`src/rtl/trg_pkg.sv`:
```
package trg_pkg;
   // start-source code in control bits 1:0
   typedef enum logic [1:0] {
      SRC_SOFT_A = 2'b00,
      SRC_SOFT_B = 2'b01,
      SRC_EXTERN = 2'b10,
      SRC_PACER  = 2'b11
   } trg_src_e;

   localparam int SRC_W   = 2;
   localparam int DMA_BIT = 2;
   localparam int LVL_LSB = 4;
endpackage

```
`src/rtl/trg_edge_sync.sv`:
```
module trg_edge_sync #(
   parameter int STAGES = 2
) (
   input  logic clk,
   input  logic rst_n,
   input  logic async_in,
   output logic rise
);
   // STAGES synchroniser flops plus one history flop for the edge
   logic [STAGES:0] chain_q;

   always_ff @(posedge clk) begin
      if (!rst_n) chain_q <= '0;
      else        chain_q <= {chain_q[STAGES-1:0], async_in};
   end

   assign rise = chain_q[STAGES-1] & ~chain_q[STAGES];
endmodule

```
`src/rtl/trg_start_sel.sv`:
```
module trg_start_sel
   import trg_pkg::*;
(
   input  logic     clk,
   input  logic     rst_n,
   input  trg_src_e src,
   input  logic     sw_req,
   input  logic     ext_rise,
   input  logic     pacer,
   input  logic     busy,
   output logic     start
);
   logic hw_req;
   logic any_req;

   always_comb begin
      unique case (src)
         SRC_EXTERN: hw_req = ext_rise;
         SRC_PACER:  hw_req = pacer;
         default:    hw_req = 1'b0;
      endcase
   end

   assign any_req = sw_req | hw_req;

   always_ff @(posedge clk) begin
      if (!rst_n) start <= 1'b0;
      else        start <= any_req & ~busy;
   end
endmodule

```
`src/rtl/trg_int_latch.sv`:
```
module trg_int_latch (
   input  logic clk,
   input  logic rst_n,
   input  logic set_evt,
   input  logic clr_evt,
   output logic flag
);
   always_ff @(posedge clk) begin
      if (!rst_n)       flag <= 1'b0;
      else if (clr_evt) flag <= 1'b0;
      else if (set_evt) flag <= 1'b1;
   end
endmodule

```
`src/rtl/trg_irq_map.sv`:
```
module trg_irq_map #(
   parameter int LEVEL_W  = 3,
   parameter int LOW_LINE = 2,
   localparam int NUM_LINES = 1 << LEVEL_W
) (
   input  logic                 enable,
   input  logic                 flag,
   input  logic [LEVEL_W-1:0]   level,
   output logic [NUM_LINES-1:0] lines
);
   for (genvar k = 0; k < NUM_LINES; k++) begin : g_line
      if (k < LOW_LINE) begin : g_blocked
         assign lines[k] = 1'b0;
      end else begin : g_live
         assign lines[k] = enable & flag & (level == LEVEL_W'(k));
      end
   end
endmodule

```
`src/rtl/trig_irq_ctl.sv`:
```
module trig_irq_ctl
   import trg_pkg::*;
#(
   parameter int LEVEL_W     = 3,
   parameter int LOW_LINE    = 2,
   parameter int SYNC_STAGES = 2,
   localparam int NUM_LINES  = 1 << LEVEL_W,
   localparam int CTL_W      = LVL_LSB + LEVEL_W + 1
) (
   input  logic                 clk,
   input  logic                 rst_n,
   input  logic                 ctl_we,
   input  logic [CTL_W-1:0]     ctl_wdata,
   input  logic                 sw_start_we,
   input  logic                 stat_clr_we,
   input  logic                 pacer_pulse,
   input  logic                 trig_pin,
   input  logic                 conv_busy,
   output logic [CTL_W-1:0]     ctl_rdata,
   output logic                 conv_start,
   output logic                 int_flag,
   output logic [NUM_LINES-1:0] irq_lines,
   output logic                 dma_en
);
   localparam int IE_BIT = CTL_W - 1;

   if (SYNC_STAGES < 2) begin : g_bad_sync
      $error("trig_irq_ctl: SYNC_STAGES must be at least 2");
   end
   if (LOW_LINE < 0 || LOW_LINE >= NUM_LINES) begin : g_bad_low
      $error("trig_irq_ctl: LOW_LINE out of range");
   end
   if (LVL_LSB <= DMA_BIT || DMA_BIT < SRC_W) begin : g_bad_layout
      $error("trig_irq_ctl: control fields overlap");
   end

   logic [CTL_W-1:0] ctl_q;
   logic             ext_rise;

   always_ff @(posedge clk) begin
      if (!rst_n)      ctl_q <= '0;
      else if (ctl_we) ctl_q <= ctl_wdata;
   end

   assign ctl_rdata = ctl_q;
   assign dma_en    = ctl_q[DMA_BIT];

   trg_edge_sync #(.STAGES(SYNC_STAGES)) u_sync (
      .clk      (clk),
      .rst_n    (rst_n),
      .async_in (trig_pin),
      .rise     (ext_rise)
   );

   trg_start_sel u_sel (
      .clk      (clk),
      .rst_n    (rst_n),
      .src      (trg_src_e'(ctl_q[SRC_W-1:0])),
      .sw_req   (sw_start_we),
      .ext_rise (ext_rise),
      .pacer    (pacer_pulse),
      .busy     (conv_busy),
      .start    (conv_start)
   );

   trg_int_latch u_latch (
      .clk     (clk),
      .rst_n   (rst_n),
      .set_evt (ext_rise),
      .clr_evt (stat_clr_we),
      .flag    (int_flag)
   );

   trg_irq_map #(.LEVEL_W(LEVEL_W), .LOW_LINE(LOW_LINE)) u_map (
      .enable (ctl_q[IE_BIT]),
      .flag   (int_flag),
      .level  (ctl_q[LVL_LSB +: LEVEL_W]),
      .lines  (irq_lines)
   );
endmodule

```
`config.mk`:
```
export PLATFORM = sky130hd
export DESIGN_NAME = trig_irq_ctl
export DESIGN_NICKNAME = d
export VERILOG_FILES = /design/src/rtl/trg_pkg.sv /design/src/rtl/trg_edge_sync.sv /design/src/rtl/trg_start_sel.sv /design/src/rtl/trg_int_latch.sv /design/src/rtl/trg_irq_map.sv /design/src/rtl/trig_irq_ctl.sv
export SDC_FILE = /design/constraint.sdc
export NUM_CORES = 1
export LEC_CHECK = 0
export ABC_CLOCK_PERIOD_IN_PS = 1710
export BUFFER_PORTS_ARGS = -buffer_cell sky130_fd_sc_hd__clkbuf_2
export CAP_MARGIN = 40
export CORE_MARGIN = 2
export CORE_UTILIZATION = 28
export DETAILED_ROUTE_END_ITERATION = 10
export SKIP_CTS_REPAIR_TIMING = 1
export SLEW_MARGIN = 25
export SYNTH_ARGS = -nofsm -noshare
export SYNTH_HDL_FRONTEND = slang
export SYNTH_SLANG_ARGS = --single-unit
```
`constraint.sdc`:
```
create_clock -name clk -period 1.71 [get_ports clk]
set_clock_uncertainty 0.15 [all_clocks]
set_input_delay 0.342 -clock clk [delete_from_list [all_inputs] [get_ports clk]]
set_output_delay 0.342 -clock clk [all_outputs]
set_load 0.01 [all_outputs]
```
-- Word level (Yosys, flattened, before mapping)
Index checks and enable logic that the tools add are counted.
- logic and storage cells: 27
- memories: 0
- output and inout port bits: 19
- bits in registers: 13
- memory bits (read-only): 0
- bits of input ports: 16
- RAM bits: 0
- latch bits: 0
- multiply operators: 0
- reduce and logical (&&, ||, !) cells: 1
- mux-type cells: 1
- magnitude comparators: 0
- equal/unequal tests: 8
- div/mod/pow operators: 0
- bitwise operators: 13
- shift operators: 0
- add/subtract/negate cells: 0
- operators by type and width (cell ; number):
    $eq 3x3->1 const B ; 4
    $and 1x1->1 ; 9
    $eq 3x2->1 const B ; 2
    $eq 2x2->1 const B ; 2
    $not 1->1 ; 3
    $pmux 1 s2 ; 1
    $reduce_or 2->1 ; 1
    $or 1x1->1 ; 1

-- Longest topological paths before layout
- depth in word-level cells: 5
- mapped depth: 3
- gate-level depth less buffers: 2

-- Modules after synthesis
From an unflattened synthesis, not the netlist that was laid out.
- cell total of the unflattened synthesis: 54
- area total of the unflattened synthesis: 565.5 sq um
- by module, submodules not included (module ; area each (sq um) ; times used ; cells each):
    trig_irq_ctl ; 309.0 ; 1 ; 26
    trg_edge_sync ; 92.6 ; 1 ; 7
    trg_irq_map ; 77.6 ; 1 ; 13
    trg_start_sel ; 50.0 ; 1 ; 5
    trg_int_latch ; 36.3 ; 1 ; 3

-- Least setup slack after synthesis
No wires, ideal clock.
- path type: reg-to-output
- from: register u_latch.flag
- to: output port irq_lines[4]
- cell stages (with the launch flop): 3
- data arrival time: 0.797 ns
- setup slack: 0.421 ns
- required time: 1.218 ns
- buffers on the path: 0
- cell sequence: dfxtp_1 > nand2_1 > nor3_1
- cells in the longest elaborated chain, start to end: 2
- ends and longest elaborated chain (item ; line ; source):
    start, declared ; trg_int_latch.sv:6 ; output logic flag
    start signal, assigned ; trg_int_latch.sv:9 ; if (!rst_n) flag <= 1'b0;
    start signal, assigned ; trg_int_latch.sv:10 ; else if (clr_evt) flag <= 1'b0;
    start signal, assigned ; trg_int_latch.sv:11 ; else if (set_evt) flag <= 1'b1;
    $and 1x1->1 (2 in series) ; trg_irq_map.sv:15 ; assign lines[k] = enable & flag & (level == LEVEL_W'(k));
    end, declared ; trig_irq_ctl.sv:22 ; output logic [NUM_LINES-1:0] irq_lines,
Every way passes these cells.

-- Worst setup path in the final report
Ends and elaborated chain as after synthesis.

==> results by stage <==
Power and ir drop:
- In this run, flip-flops and latches consume approximately 56% of the power.
- Power spread over the standard cell area amounts to 813.8 mW/mm^2.
- Of the total power, the clock network draws around 31%.
- The logic gate share of total power is between 10 and 15%.
- The internal cell power is 0.4459 mW.
- The switching power of the nets is 0.1406 mW.
- The total power is ~0.6 mW.
- VDD sags by at most 0.0003731 V.
- Net switching is 23.97% of the power.
- Summed over all cells, the static leakage comes to ~0.36 nW.

Critical path:
- The endpoint required time on the critical path is 1.22 ns.
- The reg-to-reg startpoint is ctl_rdata[0].
- The largest fanout on the critical path is 5.
- The type of destination of the critical path is an output port.
- The longest individual stage delay on the worst path is 0.39 ns.
- The buffer and inverter count on the worst path is 1.
- The slowest stage cell on the critical path is sky130_fd_sc_hd__dfxtp_1.
- The worst setup slack for register-to-register paths is 0.41 ns.
- The critical path class is reg2out.
- The count of cells along the worst register-to-register path is 2.
- The kind of cell with the highest combined delay on the critical path is flip-flops.
- The endpoint of the lowest-slack register-to-register path is u_sel.start.
- The critical path goes through nand2_1 > nor3_1 > clkbuf_2.
- The worst path arrival time is 1.08 ns.
- STA classifies the critical path startpoint as a register.

Global route:
- The number of global-route vias before repair came to 450.
- The total grt overflow is 0.
- The largest net degree at the start of global routing is 11.
- The number of antenna violations at the first check in global routing came to 0.
- The total global-route track usage is 11.23%.
- The global-route wire length before repair is 1.773 mm.

Yosys:
- The number of instances in the synthesized netlist is 57.
- The number of warnings printed during yosys synthesis is 0.
- The synthesized design contains 13 register bits.
- A synthesized cell averages approximately 9.4 um^2.
- In this run, distinct cell masters in the synthesized netlist total 19.
- The fraction of the yosys area taken by sequential cells is 48.71%.
- The total standard cell area after synthesis is 534.3 um^2.

Layout:
- The post-route standard cell area excluding fillers is 720.7 um^2.
- The most common cell after layout, fill and taps aside is sky130_fd_sc_hd__clkbuf_2.
- The number of fill cells in the layout is approximately 210.
- The finished layout holds 114 standard cells, fillers aside.
- The multi-input logic area is between 200 and 250 um^2.
- Cells with a size suffix above 1 make up 40.45% of the layout.
- Summing all flip-flop and latch instances after layout gives 260.3 um^2.
- The count of antenna diodes in the layout is 0.
- For this run, the post-layout net count is 106.
- From synthesis to final layout, the design area changed by 34.89%.
- Leaving out fill and tap cells, the most frequent cells in the layout are sky130_fd_sc_hd__clkbuf_2, sky130_fd_sc_hd__nor2_1, sky130_fd_sc_hd__dfxtp_1, sky130_fd_sc_hd__mux2i_1.
- Cells fill 40.85% of the core in the end.

Floorplan:
- The horizontal die dimension is 47.68 um.
- The number of placement rows is 15.
- The initial utilization of the core area, before any placement, comes to between 30 and 40%.
- The region available for standard cell placement spans 0.001764 mm^2.
- The y dimension of the die is 47.68 um.
- The die outline area is between 0.002 and 0.0025 mm^2.
- During I/O placement, the number of pins put on the boundary was 35.

Timing:
- Derived from the worst setup path, the maximum achievable clock frequency is about 0.64 GHz.
- Summed over all failing endpoints, the final setup total negative slack is 0 ns.
- The post-route minimum period is around 1.6 ns.
- The count of final max-slew check failures is 0.
- Across all hold checks on the routed design, the worst slack comes to 0.08099 ns.
- The hold violation count in the final report came to 0.
- Setup repair after global routing left no endpoint under its margin.
- The post-layout worst setup margin is 0.1382 ns.
- In the finished design, the share of the clock period the worst path needs comes to 91.92%.
- Setup violations remaining at the end of the flow were counted as 0.

Worst hold path:
- The min-delay analysis places its worst path in the category in2reg.
- The hold-critical path endpoint is u_latch.flag.
- In this run the most critical hold path is launched from stat_clr_we.
- Counting instances, the worst hold path has a depth of 2.

Route:
- The total via count after detailed routing is 483.
- The final routed wirelength across all metal layers is between 1 and 1.5 mm.
- The remaining number of nets flagged by the antenna check after routing is 0.
- The first-pass detailed-route iteration total is 1.
- The number of vias per cell after detailed routing is 4.237.
- The DRC violation count after routing is 0.
- After detailed routing, the average wire length per cell comes to about 9.4 um.
- After the first detailed-routing iteration, the DRC count stood at 0.

Placed design:
- The number of I/O port buffers is 32.
- The number of placed instances, taps included, is 110.
- The congestion estimate from routability-driven global placement came to 0.6547.
- OpenSTA, run right after detailed placement, puts the worst setup slack at around 0.38 ns.
- The placed instances occupy a cell area of 694.4 um^2.
- Detailed placement finished with a half-perimeter wire length of 863.5 um.

Clock tree:
- The TritonCTS clock tree is yes.
- The clock reaches the later pin of the worst-skew pair after around 0.26 ns.
- The tree built by TritonCTS fans out to 13 sinks.
- After clock tree synthesis, the clock-pin slew on the worst setup and hold paths is ~0.080 ns.
- The clock passes through at most 2 buffers.
- The number of H-tree levels is 1.
- Counting the buffers created by CTS gives 3.
- The root buffer cell chosen for the clock tree is sky130_fd_sc_hd__clkbuf_4.

Job:
- Across the run, the number of max-cap violations was 0.

Status:
- The flow ran to the end, and the final reports show no timing, DRC or antenna violations.
==> Yosys cell counts, drive strengths merged <==
| cell | number | area share, % |
|---|---|---|
| a2111oi | 1 | 2.8 |
| a211oi | 1 | 1.4 |
| a21oi | 1 | 0.94 |
| and2 | 3 | 3.5 |
| buf | 5 | 6.6 |
| clkinv | 1 | 0.70 |
| conb | 1 | 0.70 |
| dfxtp | 13 | 49 |
| inv | 1 | 0.70 |
| mux2i | 8 | 15 |
| nand2 | 2 | 1.4 |
| nand2b | 1 | 1.2 |
| nand3 | 1 | 0.94 |
| nand3b | 1 | 1.4 |
| nor2 | 13 | 9.1 |
| nor3 | 2 | 1.9 |
| or2b | 1 | 1.4 |
| or3b | 1 | 1.6 |
==> logic make-up (layout without fill, tap and decap cells) <==
logic type | count (synthesis) | after routing | synth area share [%]
other | 1 | 2 | 0.7019
buffers and inverters | 7 | 38 | 7.961
multiplexers | 8 | 8 | 14.99
flip-flops | 13 | 13 | 48.71
AND/OR/NAND/NOR | 25 | 25 | 22.49
AO/OA/AOI/OAI | 3 | 3 | 5.151
==> per-layer routing <==
| layer | GRT usage, % | share of wire, % |
|---|---|---|
| met1 | 14.02 | 45 |
| met2 | 17.87 | 44 |
| met3 | 2.264 | 10 |
| met4 | 6.486 | 0.37 |
| met5 | 0 | 0 |
==> worst max-delay path by stage <==
stage | startpoint | end | slack [ns] | depth (start not counted)
floorplan | u_latch.flag | irq_lines[4] | 0.42 | 2
global placement | rst_n | u_sel.start | 0.39 | 3
detailed placement | rst_n | u_sel.start | 0.38 | 3
CTS | ctl_rdata[4] | irq_lines[5] | 0.12 | 3
global route | ctl_rdata[4] | irq_lines[5] | 0.01 | 3
finish | u_latch.flag | irq_lines[4] | 0.14 | 3
==> area by class of cell <==
cell class	instances	share of cell area, %
Clock buffer	4	3.646
Sequential cell	13	36.11
Timing Repair Buffer	32	22.22
Inverter	2	1.042
Multi-Input combinational cell	38	32.64
Tap cell	25	4.340
==> power groups by stage <==
stage | logic [mW] | clock network [mW] | registers [mW]
finish | 0.0751 | 0.181 | 0.330
CTS | 0.0767 | 0.190 | 0.330
floorplan | 0.0427 | 0 | 0.341
global placement | 0.0752 | 0 | 0.337
global route | 0.0849 | 0.208 | 0.333
detailed placement | 0.0765 | 0 | 0.337
==> state kept, by name, summed over array words and instances (netlist names) <==
signal	flops
u_sel.start	1
ctl_rdata	8
u_sync.chain_q	3
u_latch.flag	1
(Power assumes the default switching activity.)
